<file path="src/rtl/hexrpt_pkg.sv">
package hexrpt_pkg;

    typedef logic [7:0] octet_t;

    localparam octet_t ASC_CR = 8'h0D;
    localparam octet_t ASC_LF = 8'h0A;
    localparam octet_t ASC_SP = 8'h20;
    localparam octet_t ASC_QM = 8'h3F;

    typedef enum logic [2:0] {
        SQ_IDLE,
        SQ_CR,
        SQ_LF,
        SQ_HI,
        SQ_LO,
        SQ_SP,
        SQ_ERR,
        SQ_DRAIN
    } seq_state_e;

    typedef enum logic [1:0] {
        LN_IDLE,
        LN_START,
        LN_DATA,
        LN_STOP
    } line_state_e;

    // Hex digit to ASCII: 0..9 -> '0'..'9', 10..15 -> 'A'..'F'
    function automatic octet_t nib_char(input logic [3:0] n);
        if (n < 4'd10)
            return 8'h30 + {4'h0, n};
        else
            return 8'h37 + {4'h0, n};
    endfunction

endpackage

</file>
<file path="src/rtl/hexrpt_baud.sv">
module hexrpt_baud #(
    parameter int CLKS_PER_BIT = 1250
) (
    input  logic clk,
    input  logic rst_n,
    input  logic run,
    output logic tick
);
    localparam int CW = (CLKS_PER_BIT > 2) ? $clog2(CLKS_PER_BIT) : 1;
    localparam logic [CW-1:0] LAST = CW'(CLKS_PER_BIT - 1);

    logic [CW-1:0] cnt_q;

    always_ff @(posedge clk or negedge rst_n) begin
        if (!rst_n)
            cnt_q <= '0;
        else if (!run || cnt_q == LAST)
            cnt_q <= '0;
        else
            cnt_q <= cnt_q + 1'b1;
    end

    assign tick = run && (cnt_q == LAST);

endmodule

</file>
<file path="src/rtl/hexrpt_char_tx.sv">
module hexrpt_char_tx
    import hexrpt_pkg::*;
#(
    parameter int CLKS_PER_BIT = 1250,
    parameter int STOP_BITS    = 2
) (
    input  logic   clk,
    input  logic   rst_n,
    input  logic   load,
    input  octet_t char_in,
    output logic   ready,
    output logic   txd
);
    localparam logic [3:0] DATA_LAST = 4'd7;
    localparam logic [3:0] STOP_LAST = 4'(STOP_BITS - 1);

    line_state_e state_q, state_d;
    octet_t      sh_q, sh_d;
    logic [3:0]  bit_q, bit_d;
    logic        bit_tick;

    hexrpt_baud #(.CLKS_PER_BIT(CLKS_PER_BIT)) u_baud (
        .clk   (clk),
        .rst_n (rst_n),
        .run   (state_q != LN_IDLE),
        .tick  (bit_tick)
    );

    always_ff @(posedge clk or negedge rst_n) begin
        if (!rst_n) begin
            state_q <= LN_IDLE;
            sh_q    <= '0;
            bit_q   <= '0;
        end else begin
            state_q <= state_d;
            sh_q    <= sh_d;
            bit_q   <= bit_d;
        end
    end

    always_comb begin
        state_d = state_q;
        sh_d    = sh_q;
        bit_d   = bit_q;
        unique case (state_q)
            LN_IDLE: begin
                if (load) begin
                    state_d = LN_START;
                    sh_d    = char_in;
                    bit_d   = '0;
                end
            end
            LN_START: begin
                if (bit_tick) begin
                    state_d = LN_DATA;
                    bit_d   = '0;
                end
            end
            LN_DATA: begin
                if (bit_tick) begin
                    sh_d = {1'b0, sh_q[7:1]};
                    if (bit_q == DATA_LAST) begin
                        state_d = LN_STOP;
                        bit_d   = '0;
                    end else begin
                        bit_d = bit_q + 1'b1;
                    end
                end
            end
            LN_STOP: begin
                if (bit_tick) begin
                    if (bit_q == STOP_LAST) begin
                        state_d = LN_IDLE;
                        bit_d   = '0;
                    end else begin
                        bit_d = bit_q + 1'b1;
                    end
                end
            end
            default: state_d = LN_IDLE;
        endcase
    end

    // Output process: inverted line levels
    always_comb begin
        unique case (state_q)
            LN_START: txd = 1'b1;
            LN_DATA:  txd = ~sh_q[0];
            default:  txd = 1'b0;
        endcase
        ready = (state_q == LN_IDLE);
    end

    // a new character is only taken while the line is idle
    p_load_when_idle_r2: assert property (@(posedge clk) disable iff (!rst_n)
        load |-> (state_q == LN_IDLE));

    // the serializer only moves on a bit tick or a load
    p_state_on_tick_r3: assert property (@(posedge clk) disable iff (!rst_n)
        (!bit_tick && !load) |=> $stable(state_q));

endmodule

</file>
<file path="src/rtl/hexrpt_seq.sv">
module hexrpt_seq
    import hexrpt_pkg::*;
#(
    parameter int NUM_BYTES = 10
) (
    input  logic                   clk,
    input  logic                   rst_n,
    input  logic                   start,
    input  logic                   frame_ok,
    input  logic [NUM_BYTES*8-1:0] frame_data,
    input  logic                   tx_ready,
    output logic                   load,
    output octet_t                 char_out,
    output logic                   busy,
    output logic                   done
);
    localparam int IW = (NUM_BYTES > 2) ? $clog2(NUM_BYTES) : 1;
    localparam logic [IW-1:0] IDX_LAST = IW'(NUM_BYTES - 1);

    seq_state_e    state_q, state_d;
    logic          ok_q;
    logic [IW-1:0] idx_q, idx_d;
    octet_t        data_q [NUM_BYTES];
    octet_t        cur_byte;
    logic          take;

    assign take = (state_q == SQ_IDLE) && start;

    always_ff @(posedge clk or negedge rst_n) begin
        if (!rst_n) begin
            state_q <= SQ_IDLE;
            idx_q   <= '0;
            ok_q    <= 1'b0;
        end else begin
            state_q <= state_d;
            idx_q   <= idx_d;
            if (take)
                ok_q <= frame_ok;
        end
    end

    // Frame capture, one register per byte
    for (genvar g = 0; g < NUM_BYTES; g++) begin : g_cap
        always_ff @(posedge clk or negedge rst_n) begin
            if (!rst_n)
                data_q[g] <= '0;
            else if (take)
                data_q[g] <= frame_data[8*g +: 8];
        end
    end

    assign cur_byte = data_q[idx_q];

    always_comb begin
        state_d = state_q;
        idx_d   = idx_q;
        unique case (state_q)
            SQ_IDLE: begin
                if (start) begin
                    state_d = SQ_CR;
                    idx_d   = '0;
                end
            end
            SQ_CR:  if (tx_ready) state_d = SQ_LF;
            SQ_LF:  if (tx_ready) state_d = ok_q ? SQ_HI : SQ_ERR;
            SQ_HI:  if (tx_ready) state_d = SQ_LO;
            SQ_LO:  if (tx_ready) state_d = SQ_SP;
            SQ_SP: begin
                if (tx_ready) begin
                    if (idx_q == IDX_LAST) begin
                        state_d = SQ_DRAIN;
                    end else begin
                        state_d = SQ_HI;
                        idx_d   = idx_q + 1'b1;
                    end
                end
            end
            SQ_ERR:   if (tx_ready) state_d = SQ_DRAIN;
            SQ_DRAIN: if (tx_ready) state_d = SQ_IDLE;
            default:  state_d = SQ_IDLE;
        endcase
    end

    // Output process
    always_comb begin
        load     = 1'b0;
        char_out = ASC_CR;
        done     = 1'b0;
        busy     = (state_q != SQ_IDLE);
        unique case (state_q)
            SQ_IDLE:  ;
            SQ_CR:    begin load = tx_ready; char_out = ASC_CR; end
            SQ_LF:    begin load = tx_ready; char_out = ASC_LF; end
            SQ_HI:    begin load = tx_ready; char_out = nib_char(cur_byte[7:4]); end
            SQ_LO:    begin load = tx_ready; char_out = nib_char(cur_byte[3:0]); end
            SQ_SP:    begin load = tx_ready; char_out = ASC_SP; end
            SQ_ERR:   begin load = tx_ready; char_out = ASC_QM; end
            SQ_DRAIN: done = tx_ready;
            default:  ;
        endcase
    end

    // done is a single-cycle pulse
    p_done_one_cycle_r8: assert property (@(posedge clk) disable iff (!rst_n)
        done |=> !done);

    // after done the sequencer is idle
    p_done_then_idle_r8: assert property (@(posedge clk) disable iff (!rst_n)
        done |=> !busy);

endmodule

</file>
<file path="src/rtl/hex_report_tx.sv">
module hex_report_tx
    import hexrpt_pkg::*;
#(
    parameter int CLKS_PER_BIT = 1250,
    parameter int NUM_BYTES    = 10,
    parameter int STOP_BITS    = 2
) (
    input  logic                   clk,
    input  logic                   rst_n,
    input  logic                   start,
    input  logic                   frame_ok,
    input  logic [NUM_BYTES*8-1:0] frame_data,
    output logic                   busy,
    output logic                   done,
    output logic                   txd
);
    logic   tx_ready;
    logic   tx_load;
    octet_t tx_char;

    hexrpt_seq #(.NUM_BYTES(NUM_BYTES)) u_seq (
        .clk        (clk),
        .rst_n      (rst_n),
        .start      (start),
        .frame_ok   (frame_ok),
        .frame_data (frame_data),
        .tx_ready   (tx_ready),
        .load       (tx_load),
        .char_out   (tx_char),
        .busy       (busy),
        .done       (done)
    );

    hexrpt_char_tx #(
        .CLKS_PER_BIT (CLKS_PER_BIT),
        .STOP_BITS    (STOP_BITS)
    ) u_line (
        .clk     (clk),
        .rst_n   (rst_n),
        .load    (tx_load),
        .char_in (tx_char),
        .ready   (tx_ready),
        .txd     (txd)
    );

    // the line rests low whenever no report is running
    p_idle_line_low_r1: assert property (@(posedge clk) disable iff (!rst_n)
        !busy |-> !txd);

    // a start during a report does not end or restart it
    p_start_while_busy_r9: assert property (@(posedge clk) disable iff (!rst_n)
        (busy && start && !done) |=> busy);

endmodule

</file>
<file path="config.mk">
export PLATFORM = sky130hd
export DESIGN_NAME = hex_report_tx
export DESIGN_NICKNAME = d
export VERILOG_FILES = /design/src/rtl/hexrpt_pkg.sv /design/src/rtl/hexrpt_baud.sv /design/src/rtl/hexrpt_char_tx.sv /design/src/rtl/hexrpt_seq.sv /design/src/rtl/hex_report_tx.sv
export SDC_FILE = /design/constraint.sdc
export NUM_CORES = 1
export LEC_CHECK = 0
export BUFFER_PORTS_ARGS = -buffer_cell sky130_fd_sc_hd__buf_2
export CAP_MARGIN = 0
export CORE_MARGIN = 4
export CORE_UTILIZATION = 40
export DETAILED_ROUTE_END_ITERATION = 8
export GPL_TIMING_DRIVEN = 0
export PLACE_DENSITY = 0.65
export SYNTH_ARGS = -nofsm -noshare
export SYNTH_HDL_FRONTEND = slang
export SYNTH_HIERARCHICAL = 1
export SYNTH_SLANG_ARGS = --single-unit
</file>
<file path="constraint.sdc">
create_clock -name clk -period 7.4 [get_ports clk]
set_clock_uncertainty 0.2 [all_clocks]
set_input_delay 0.37 -clock clk [delete_from_list [all_inputs] [get_ports clk]]
set_output_delay 0.37 -clock clk [all_outputs]
set_load 0.05 [all_outputs]
</file>
======== Word-level counts from Yosys, hierarchy flattened ========
Index checks and enable logic that the tools add are counted.
cells by class
  add/sub/neg operators ................... 7
  $lt $le $gt $ge ......................... 3
  reductions and logical operators ........ 16
  bitwise gates (word level) .............. 2
  equal/unequal tests ..................... 29
  multiplexer cells ....................... 42
operator list
  operator                                                                 count
  8-bit two-way mux                                                        6
  8-bit one-hot mux with 5 select lines                                    1
  4-bit two-way mux                                                        9
  8-bit binary-select mux with 4-bit select                                1
  3-bit two-way mux                                                        10
  6-bit by 4-bit adder with 7-bit output, first input constant             4
  2-bit by 1-bit inequality test with 1-bit output, second input constant  12
  3-bit one-hot mux with 8 select lines                                    1
  4-bit one-hot mux with 4 select lines                                    1
  8-bit one-hot mux with 2 select lines                                    1
  3-bit == test, second input constant                                     4
  2-bit two-way mux                                                        6
  11-bit by 1-bit adder with 11-bit output, second input constant          1
  11-bit == test, second input constant                                    1
  11-bit two-way mux                                                       1
  4-bit by 1-bit adder with 4-bit output, second input constant            2
  4-bit less-than comparator, second input constant                        2
  2-bit one-hot mux with 4 select lines                                    1
  4-bit one-hot mux with 2 select lines                                    1
  4-bit AND reduction                                                      2
  8-bit AND reduction                                                      1
  3-bit by 2-bit == test with 1-bit output, second input constant          2
  2-bit inequality test, second input constant                             3
  6-bit AND reduction                                                      1
  20 further kinds                                                         25
storage, ports and cells
  bits in registers ....................... 113
  output and inout bits ................... 3
  input port bits ......................... 84
  word-level logic and storage cells ...... 116

======== Logic depth before layout (Yosys ltp) ========
Gate-level depths: netlist of the first run.
  depth in word-level cells ............... 9
  depth in mapped cells ................... 13
  depth with buffers taken out ............ 10

======== Cells and area by module ========
The synthesis of the first run kept the hierarchy.
modules (own cells, without submodules)
  module          times used  cells each  area an instance (µm²)  sequential area each (µm²)
  hexrpt_seq      1           325         4444.3                  2202.1
  hexrpt_char_tx  1           82          825.8                   350.3
  hexrpt_baud     1           55          575.6                   275.3

======== Least setup slack after synthesis of the first run ========
Ideal clock, no wire load.
  kind .................................... register to register
  start point ............................. reg u_seq.idx_q[0]
  end point ............................... reg u_line.sh_q[1]
  required time ........................... 7.123 ns
  setup time .............................. 0.077 ns
  period minus slack after synthesis ...... 2.658 ns
  stages on the path, launching flop included .. 12
  arrival time ............................ 2.380 ns
  path buffers ............................ 3
  slack ................................... 4.742 ns
  cells stage by stage .................... dfrtp_1 -> buf_6 -> buf_12 -> buf_12 -> mux4_2 -> mux2i_1 -> o22a_2 -> ha_1 -> a2111oi_2 -> a211o_1 -> mux2i_1 -> a21oi_1
between the ends
  word-level cells in the longest chain between the ends .. 9
  elaborated cells between the ends (all ways) .. 15
  those cells by class .................... add/sub (4); order compare (2); mux (8); bitwise (1)
RTL lines
  what                                                            line                  RTL
  from (decl)                                                     hexrpt_seq.sv:22      logic [IW-1:0] idx_q, idx_d;
  from (signal assigned)                                          hexrpt_seq.sv:36      idx_q <= idx_d;
  4-bit NOT with 5-bit output (not written as such) (*)           hexrpt_seq.sv:52      assign cur_byte = data_q[idx_q];
  8-bit binary-select mux with 4-bit select (*)                   hexrpt_seq.sv:52
  8-bit two-way mux (not written as such) (*) (2 in a row)        hexrpt_seq.sv:52
  6-bit by 4-bit adder with 7-bit output (tied with other cells)  hexrpt_pkg.sv:33      return 8'h37 + {4'h0, n};
  8-bit two-way mux                                               hexrpt_pkg.sv:30      if (n < 4'd10)
  8-bit one-hot mux with 5 select lines (*)                       hexrpt_seq.sv:90      unique case (state_q)
  named net tx_char[1]                                            hex_report_tx.sv:19   octet_t tx_char;
  8-bit two-way mux (*)                                           hexrpt_char_tx.sv:47  if (load) begin
  8-bit one-hot mux with 2 select lines (*)                       hexrpt_char_tx.sv:45  unique case (state_q)
  to (signal assigned)                                            hexrpt_char_tx.sv:32  sh_q <= '0;
  to (signal assigned)                                            hexrpt_char_tx.sv:36  sh_q <= sh_d;
  to (decl)                                                       hexrpt_char_tx.sv:18  octet_t sh_q, sh_d;
Mark *: on every way through the listed nets, which the timed path passes. The rest lies on a longest branch. The select of a mux whose other input is x is not followed.
A chain may end at the register's enable or synchronous reset.

======== Worst setup path after layout of the first run ========
  start point ............................. reg u_seq.idx_q[0]
  end point ............................... reg u_line.sh_q[2]
Same word-level chain as after synthesis.

==> flow_metrics.py, run 1 <==
metrics = {
    "die": {
        "io-pin-count": 87,
        "die_h_um": 128.9,
        "core-area_um2": 14100,
        "rows": 43,
        "die_w_um": 128.9,
        "start_util_pct": 41.47,
        "fp.dieArea_um2": 16610,
    },
    "pwr": {
        "leakage_nw": 3.514,
        "pwr_density_cell_nw_per_um2": 205.0,
        "power_mw": 1.603,
        "vdd_ir_drop_max_mv": 0.1705,
    },
    "critical_path": {
        "end_kind": "flop",
        "start_kind": "flop",
        "cpMaxStageDelayCell": "mux4_2",
        "crit_fanout": 10,
        "crit_type": "flop to flop",
        "worst_ep_arrival_time_ns": 3.10,
        "path_cells": "buf_6 > buf_12 > buf_12 > mux4_2 > mux2i_1 > o22a_2 > ha_1 > a31oi_1 > a31o_1 > o221ai_1 > mux2i_1 > a21oi_1",
        "worstPathRequired_ns": 7.54,
        "cpPeakStageDelay_ns": 0.51,
        "cp_num_cells": 12,
        "cp_num_buf_inv": 3,
        "reg2reg_depth": 12,
        "cp_top_family": "compound AO/OA/AOI/OAI gates",
    },
    "detailed_routing": {
        "wl_um": 14220,
        "first_pass_iters": 4,
        "route.detailed.drc": 0,
        "routedWlPerCell_um": 17.14,
        "viasPerCell": 5.219,
        "ant_nets": 0,
        "dr.first_iter.drc_count": 262,
        "vias": 4332,
    },
    "logic_synthesis": {
        "synth-edff-count": 0,
        "ys.warnings.count": 6,
        "yosysTopAreaCellShare_pct": 48.37,
        "ys.flop_type": "dfrtp_1",
        "avgSynthCellArea_um2": 12.65,
        "synthTopCellsByArea": "dfrtp_1 48%, mux2_2 16%, mux4_2 4.2%, mux2i_1 3.6%, ha_1 2.8%",
        "ys_types": 71,
        "synthCells": 462,
        "synth_top_area_cell": "dfrtp_1",
        "synth_nets": 559,
        "syn_area_um2": 5846,
        "synthArstFlopShare_pct": 100.0,
        "seq_area_frac_synth_pct": 48.37,
        "synth_seq_cells": 113,
    },
    "finish": {
        "layout.nets": 736,
        "layout_common_cells": "113 x dfrtp_1, 94 x buf_2, 82 x mux2_2, 71 x dlygate4sd3_1, 26 x nor2_1",
        "area_growth_pct": 33.78,
        "drive_gt1_share_pct": 38.15,
        "finish.utilization_pct": 55.48,
        "antenna_cells": 0,
        "final_common_cell": "dfrtp_1",
        "fill_cells": 1171,
    },
    "sta": {
        "maxSlewViolCount": 0,
        "report.final.setup_viol": 0,
        "relSlewSlack_pct": 43.62,
        "worst_pin_slew_ns": 0.8457,
        "fmax_ghz": 0.3377,
        "hold_violations": 0,
        "period_needed_ns": 2.961,
        "setup_tns_ns": 0,
        "rsz0062_at_grt": "false",
        "period_share_pct": 40.01,
    },
    "place": {
        "numPortBuffers": 86,
        "place.gp.congestion": 0.7752,
        "hpwl_um": 9873,
    },
    "global_routing": {
        "track_usage_pct": 18.31,
        "grt_pass1_vias": 4730,
        "gr-usage-met2_pct": 30.64,
        "grt_overflow_total": 0,
        "grt_pass1_wl_um": 23710,
        "use_met3_pct": 4.151,
        "grt_max_degree": 65,
        "grtUsageMet1_pct": 23.71,
        "busiest_layer": "met2",
        "antenna_found_initial": 0,
    },
    "worst_hold_path": {
        "worstHoldPathType": "input port to flop",
        "hold_depth": 2,
    },
    "clock_network": {
        "cts_buffers": 17,
        "clkSinkCount": 113,
        "clk-insertion-delay-late_ns": 0.41,
        "cts_root_buf": "clkbuf_16",
        "clk_pin_slew_ns": 0.05,
        "htreeDepth": 4,
        "cts_tree": "done",
        "clockBufferDepth": 2,
        "ctsResizeCount": 0,
    },
    "flow_run": {
        "cap_violations": 0,
    },
    "run_status": {
        "outcome": "completed",
    },
}
## Yosys cell counts (3+ instances only)
master and n:
mux2_2 82, o21ai_1 7, a211oi_1 5, a31oi_1 3, dfrtp_1 113, mux4_2 11
mux2i_1 21, o21ai_0 9, inv_1 9, a21oi_1 17, o22ai_1 4, nand2_1 16
nor2_1 26, nand3_1 8, buf_12 3, nor2b_1 4, clkbuf_1 9, o31ai_1 4
nor3b_1 3, buf_6 4, ha_1 13, nor3_1 4, xor2_1 4, or3_1 3
xnor2_1 3, nand4_1 5, buf_2 9, nand2b_1 3, mux2_1 4, or4_1 3
## flip-flops by register name, indices dropped and copies added (netlist names)
| name | flops |
|---|---|
| u_seq/state_q | 3 |
| u_seq/ok_q | 1 |
| u_line/sh_q | 8 |
| u_seq/data_q | 80 |
| u_seq/idx_q | 4 |
| u_line/state_q | 2 |
| u_line/u_baud/cnt_q | 11 |
| u_line/bit_q | 4 |
## final timing paths
kind,start,endpoint,slack [ns]
worst max-delay path,u_seq/idx_q[0],u_line/sh_q[2],4.44
worst min-delay path,frame_ok,u_seq/ok_q,0.02
worst max register to register,u_seq/idx_q[0],u_line/sh_q[2],4.44
worst min register to register,u_line/u_baud/cnt_q[0],u_line/u_baud/cnt_q[0],0.30
max in group asynchronous,rst_n,u_line/sh_q[3],5.87
min in group asynchronous,rst_n,u_seq/data_q[39],0.41
## kinds of logic (layout without fill, tap and decap cells)
family | Yosys count | in the layout | share of synthesized area, %
compound gates | 77 | 77 | 9.717
mux | 120 | 120 | 25.11
simple gates | 92 | 92 | 8.733
buf+inv | 39 | 227 | 4.174
xor+xnor | 7 | 7 | 1.049
flops | 113 | 113 | 48.37
other cells | 1 | 1 | 0.06415
fa+ha+maj | 13 | 13 | 2.783
## per-layer routing
| layer | share of wire, % | vias up | wire, um |
|---|---|---|---|
| met5 | 0 | - | 0 |
| met4 | 1.3 | 0 | 188 |
| met3 | 3.8 | 17 | 545 |
| met2 | 51 | 103 | 7187 |
| met1 | 44 | 2140 | 6302 |
| li1 | - | 2072 | - |
## where the power goes
| part | internal (mW) | switching, mW |
|---|---|---|
| clock | 0.515 | 0.277 |
| combinational | 0.0908 | 0.0660 |
| sequential | 0.643 | 0.0123 |
## layout make-up
type	instances	area, um^2	area share (%)
buffer	27	198.9	2.544
clock buffer	20	466.7	5.968
clock inverter	10	111.4	1.424
inverter	12	45.04	0.5760
multi-input combinational	310	2774	35.47
sequential	113	2828	36.16
tap	180	225.2	2.880
timing repair buffer	158	1171	14.98
## stage by stage
| step | cell area, um^2 | setup slack, ns | hold WS, ns | cells |
|---|---|---|---|---|
| global route | 7820 | 4.216 | 0.003290 | 830 |
| floorplan | 5846 | 4.742 | -0.1256 | 462 |
| detailed placement | 6531 | 4.436 | 0.2914 | 729 |
| global placement | 6501 | 4.482 | 0.2706 | 728 |
| finish | 7820 | 4.439 | 0.01589 | 830 |
| CTS | 7820 | 4.418 | 0.0006471 | 830 |
## timing repair
| action | in CTS | in global routing |
|---|---|---|
| endpoints found under the hold margin | 133 | 0 |
| setup buffers | 0 | 0 |
| hold buffers | 71 | 0 |
Power figures use the tool's default switching activity.
==> run 2, diff against run 1 <==
Settings changed: PLACE_DENSITY 0.65 to 0.68.
Clock period 7.4 ns to 2.7 ns, I/O delays scaled along.
==> run 2 against run 1 <==
Non-clock buffer count rose by 27. Critical endpoint is now u_line/sh_q[1]. Via count rose by 6.6%. Hold slack improved by 0.074 ns. Combinational power rose to 3.3 times the previous value. Core utilization rose by 3.8 points. The run now ends with setup timing left.
==> flow_metrics.py, run 2 (synthesis gave the netlist of run 1 again) <==
metrics = {
    "run_status": {
        "outcome": "finished with violations",
        "violations": "setup timing",
    },
    "detailed_routing": {
        "vias": 4619,
        "wl_um": 15390,
        "dr.first_iter.drc_count": 293,
        "wl_met1_um": 6230,
        "ant_nets": 0,
        "route.detailed.drc": 0,
        "first_pass_iters": 4,
        "top_layer": "met4",
        "wl_met2_um": 8066,
        "viasPerCell": 5.377,
        "routedWlPerCell_um": 17.91,
        "met3WireLength_um": 715,
    },
    "critical_path": {
        "worst_ep_arrival_time_ns": 2.94,
        "path_cells": "buf_8 > buf_12 > buf_12 > buf_4 > buf_12 > mux2i_1 > o22a_2 > ha_4 > a2111oi_2 > a211o_1 > mux2i_1 > a21oi_1",
        "cpPeakStageDelay_ns": 0.41,
        "worstPathRequired_ns": 2.84,
        "cpMaxStageDelayCell": "dfrtp_1",
        "start_kind": "flop",
        "cp_top_family": "compound AO/OA/AOI/OAI gates",
        "crit_type": "flop to flop",
        "cp_common_cell": "buf_12",
        "cp_num_buf_inv": 5,
        "cp_num_cells": 12,
        "reg2reg_slack_ns": -0.10,
        "endpoint": "u_line/sh_q[1]",
        "reg2reg_from": "u_seq/idx_q[0]",
        "crit_fanout": 10,
        "startpoint": "u_seq/idx_q[0]",
        "reg2reg_depth": 12,
        "end_kind": "flop",
        "worst_r2r_endpoint": "u_line/sh_q[1]",
    },
    "global_routing": {
        "grt_overflow_total": 0,
        "grt_pass1_wl_um": 24760,
        "track_usage_pct": 19.33,
        "antenna_found_initial": 0,
        "grt_max_degree": 61,
        "grt_pass1_vias": 4840,
    },
    "sta": {
        "period_share_pct": 103.9,
        "worst_slack_ns": -0.1042,
        "hold_violations": 0,
        "period_needed_ns": 2.804,
        "rsz0062_at_grt": "true",
        "worst_pin_slew_ns": 0.7215,
        "fmax_ghz": 0.3566,
        "relSlewSlack_pct": 51.90,
        "maxSlewViolCount": 0,
        "hold_ws_ns": 0.08995,
        "report.final.setup_viol": 6,
    },
    "finish": {
        "area_growth_pct": 43.04,
        "largest_register": "u_seq/data_q",
        "drive_gt1_share_pct": 41.68,
        "layout_common_cells": "113 x dfrtp_1, 94 x buf_2, 83 x mux2_2, 82 x dlygate4sd3_1, 26 x nor2_1",
        "layout.nets": 763,
        "antenna_cells": 0,
        "instances_no_fill": 859,
        "final_common_cell": "dfrtp_1",
        "largest_reg_flops": 80,
        "fill_cells": 1120,
        "top_regs": "u_seq/data_q x80, u_line/u_baud/cnt_q x11, u_line/sh_q x8",
        "fin_area_um2": 8362,
    },
    "pwr": {
        "leakage_nw": 3.738,
        "power_mw": 5.055,
        "pwr_density_cell_nw_per_um2": 604.6,
        "vdd_ir_drop_max_mv": 0.4713,
    },
    "clock_network": {
        "clk_pin_slew_ns": 0.05,
        "clockBufferDepth": 2,
        "cts_root_buf": "clkbuf_16",
        "clkSinkCount": 113,
        "clk-insertion-delay-late_ns": 0.42,
        "cts_buffers": 17,
        "cts_tree": "done",
        "htreeDepth": 4,
    },
    "die": {
        "die_w_um": 128.9,
        "die_h_um": 128.9,
        "fp.dieArea_um2": 16610,
        "start_util_pct": 41.47,
        "core-area_um2": 14100,
        "io-pin-count": 87,
        "rows": 43,
    },
    "worst_hold_path": {
        "worstHoldPathType": "input port to flop",
    },
    "place": {
        "place_area_um2": 6531,
        "hpwl_um": 9897,
        "dp_slack_ns": -0.2943,
        "place_inst": 729,
        "numPortBuffers": 86,
        "place.gp.congestion": 0.8221,
    },
    "flow_run": {
        "cap_violations": 0,
    },
}
## run 2: cell count changes in the layout (fill, tap and decap cells not counted), sizes merged
| cell | change |
|---|---|
| buf | +16 |
| clkinv | -4 |
| clkinvlp | -2 |
| bufinv | +6 |
| dlygate4sd3 | +11 |
| clkbuf | +2 |
## run 2: power by group
group | switching, mW | internal (mW)
combinational | 0.211 | 0.303
clock | 0.779 | 1.96
sequential | 0.0376 | 1.76
## run 2: cell type report
type | instances | area [um^2] | share of cell area [%]
repair buffers | 186 | 1434 | 17.15
inverters | 12 | 45.04 | 0.5387
flip-flops and latches | 113 | 2828 | 33.82
well taps | 180 | 225.2 | 2.693
clock inverters | 10 | 252.7 | 3.023
plain buffers | 26 | 203.9 | 2.439
clock buffers | 22 | 464.2 | 5.551
multi-input cells | 310 | 2909 | 34.79
## run 2: worst reg2reg max path, stage by stage, from the launching register on
cell and delay, ns:
dfrtp_1 0.41, buf_8 0.15, buf_12 0.14, buf_12 0.13, buf_4 0.14, buf_12 0.14, mux2i_1 0.30, o22a_2 0.25
ha_4 0.21, a2111oi_2 0.30, a211o_1 0.16, mux2i_1 0.07, a21oi_1 0.14
## run 2: worst min-delay path by stage
| stage | start | end | slack, ns | cells past startpoint |
|---|---|---|---|---|
| 6_report | start | u_seq/state_q[0] | 0.09 | 4 |
| 5_1_grt | start | u_seq/state_q[0] | 0.1 | 4 |
| 4_1_cts | start | u_seq/state_q[0] | 0.08 | 4 |
| 3_5_place_dp | rst_n | u_line/bit_q[3] | 0.04 | 1 |
| 3_3_place_gp | frame_data[54] | u_seq/data_q[30] | 0.17 | 2 |
| 2_1_floorplan | rst_n | u_line/bit_q[0] | -0.36 | 0 |
## run 2: what timing repair did
action | in CTS | in global routing
resized for setup | 19 | 11
hold endpoints to repair | 134 | 0
hold buffers | 82 | 0
cloned | 0 | 1
setup buffers | 11 | 5
setup endpoints to repair | 9 | 56
pin swaps | 8 | 10
## run 2: routing by layer
metal  track usage, %  vias to the layer above
li1                 -                     2126
met2            33.14                      136
met5                0                        -
met4            8.153                        0
met1            23.73                     2332
met3            3.944                       25
## run 2: through the flow
step	setup TNS, ns	utilization (%)
global placement	-0.9544	46.12
floorplan	0	-
finish	-0.3990	59.32
detailed placement	-1.302	46.33
CTS	-0.3009	58.51
global route	-1.094	59.32
==> run 3, diff against run 2 <==
Settings changed: CELL_PAD_IN_SITES_DETAIL_PLACEMENT set to 1, CELL_PAD_IN_SITES_GLOBAL_PLACEMENT set to 2, CORE_UTILIZATION 40 to 35, PLACE_DENSITY 0.68 to 0.82, SETUP_SLACK_MARGIN set to 0.05.
==> run 3 against run 2 <==
The flow still finishes with violations (setup timing). Flip-flop and latch count stayed put. Power decreased by 8.6%. Die area up 13%. Maximum frequency is 3.2% lower. Combinational power rose by 14%. Via count increased by 2.5%. Clock power is 19% lower. Cell count increased by 4.8%. Sequential share of layout area shrank 0.29 points. Core utilization is 7.0 points lower. Worst setup slack got worse by 0.093 ns. First-iteration DRC count decreased by 23%. Critical endpoint is now u_line/sh_q[2]. Largest cell class unchanged.
==> flow_metrics.py, run 3 (synthesis gave the netlist of run 1 again) <==
metrics = {
    "detailed_routing": {
        "dr.first_iter.drc_count": 225,
        "vias": 4734,
        "routedWlPerCell_um": 20.96,
        "viasPerCell": 5.260,
        "route.detailed.drc": 0,
        "wl_um": 18860,
        "ant_nets": 0,
        "first_pass_iters": 4,
    },
    "sta": {
        "worst_slack_ns": -0.1974,
        "rsz0062_at_grt": "true",
        "hold_violations": 0,
        "maxSlewViolCount": 0,
        "worst_pin_slew_ns": 0.7193,
        "report.final.setup_viol": 7,
        "fmax_ghz": 0.3451,
        "relSlewSlack_pct": 52.05,
        "period_needed_ns": 2.897,
        "period_share_pct": 107.3,
    },
    "critical_path": {
        "crit_type": "flop to flop",
        "worst_ep_arrival_time_ns": 3.03,
        "start_kind": "flop",
        "reg2reg_depth": 12,
        "crit_fanout": 6,
        "worstPathRequired_ns": 2.83,
        "end_kind": "flop",
    },
    "clock_network": {
        "cts_tree": "done",
        "clk_pin_slew_ns": 0.06,
        "clockBufferDepth": 2,
        "htreeDepth": 4,
        "clkSinkCount": 113,
        "cts_root_buf": "clkbuf_16",
        "cts_buffers": 17,
        "clk-insertion-delay-late_ns": 0.41,
    },
    "place": {
        "place_inst": 765,
        "place_area_um2": 6576,
        "place.gp.congestion": 0.7737,
        "hpwl_um": 11200,
        "numPortBuffers": 86,
    },
    "finish": {
        "layout_common_cells": "112 x dfrtp_1, 93 x buf_2, 82 x dlygate4sd3_1, 82 x mux2_2, 26 x nor2_1",
        "regArea_um2": 2829,
        "top_regs": "u_seq/data_q x80, u_line/u_baud/cnt_q x11, u_line/sh_q x8",
        "largest_reg_flops": 80,
        "finish.utilization_pct": 52.35,
        "fill_cells": 1706,
        "final_common_cell": "dfrtp_1",
        "largest_register": "u_seq/data_q",
        "multi_input_area_um2": 3020,
        "area_growth_pct": 44.33,
        "fin_area_um2": 8437,
        "drive_gt1_share_pct": 43.48,
        "instances_no_fill": 900,
        "layout.nets": 767,
    },
    "worst_hold_path": {
        "worstHoldPathType": "input port to async pin",
    },
    "die": {
        "fp.dieArea_um2": 18830,
        "die_w_um": 137.2,
        "rows": 46,
        "start_util_pct": 36.27,
        "core-area_um2": 16120,
        "die_h_um": 137.2,
        "io-pin-count": 87,
    },
    "flow_run": {
        "cap_violations": 0,
    },
    "pwr": {
        "leakage_nw": 3.710,
        "power_mw": 4.618,
        "pwr_density_cell_nw_per_um2": 547.4,
        "vdd_ir_drop_max_mv": 0.4573,
    },
    "global_routing": {
        "antenna_found_initial": 1,
        "grt_pass1_vias": 5576,
        "grt_max_degree": 61,
        "track_usage_pct": 21.50,
        "grt_pass1_wl_um": 30570,
        "grt_overflow_total": 0,
    },
    "run_status": {
        "outcome": "finished with violations",
        "violations": "setup timing",
    },
}
==> run 3: critical path, cell delays in order (launching register included) <==
cell      delay [ns]
dfrtp_1         0.40
buf_8           0.16
buf_12          0.13
buf_12          0.12
mux4_2          0.54
mux2i_1         0.20
o22a_2          0.19
ha_4            0.14
a31oi_1         0.07
a31o_1          0.23
o221ai_2        0.13
mux2i_1         0.10
a21oi_1         0.18
==> run 3: routing by layer <==
layer | part of all wire (%) | GRT usage (%)
met1 | 41 | 25.48
met2 | 54 | 38.77
met3 | 2.9 | 4.492
met4 | 2.3 | 7.095
met5 | 0 | 0
==> run 3: area by class of cell <==
class	instances	share of cell area, %
tap	216	3.203
inverter	12	0.5339
antenna	1	0.02966
buffer	26	2.447
multi-input combinational	310	35.80
clock buffer	18	5.087
sequential	113	33.53
timing repair buffer	190	17.51
clock inverter	14	1.854
==> run 3: path summary, 6_finish.rpt <==
path | endpoint | slack, ns | start
setup / recovery | u_line/sh_q[2] | -0.20 | u_seq/idx_q[0]
hold / removal | u_seq/data_q[31] | 0.12 | rst_n
setup reg to reg | u_line/sh_q[2] | -0.20 | u_seq/idx_q[0]
hold reg to reg | u_line/u_baud/cnt_q[0] | 0.29 | u_line/u_baud/cnt_q[0]
max in group asynchronous | u_seq/idx_q[2] | 1.44 | rst_n
min in group clk | u_seq/state_q[0] | 0.14 | start
==> run 3: through the flow <==
step           hold slack, ns  TNS, ns  setup slack (ns)
2_1_floorplan         -0.3606        0           0.04909
3_3_place_gp           0.1683   -3.631           -0.2333
3_5_place_dp          0.03507   -3.457           -0.3154
4_1_cts               0.06742  -0.4556          -0.09706
5_1_grt                0.1520   -1.814           -0.3362
6_report               0.1224  -0.8749           -0.1974
==> run 3: power breakdown <==
part,switching (mW),leakage (nW),internal (mW),total [mW]
clock,0.861,0.274,1.37,2.23
sequential,0.0446,1.44,1.76,1.80
combinational,0.251,1.99,0.334,0.586
total,1.16,3.71,3.46,4.62
==> run 3: repair_timing <==
item,in CTS,in global routing
resized for setup,37,16
hold buffers,82,0
endpoints found under the hold margin,134,0
cloned,1,0
endpoints found under the setup margin,57,55
setup buffers,18,2
pin swaps,15,9
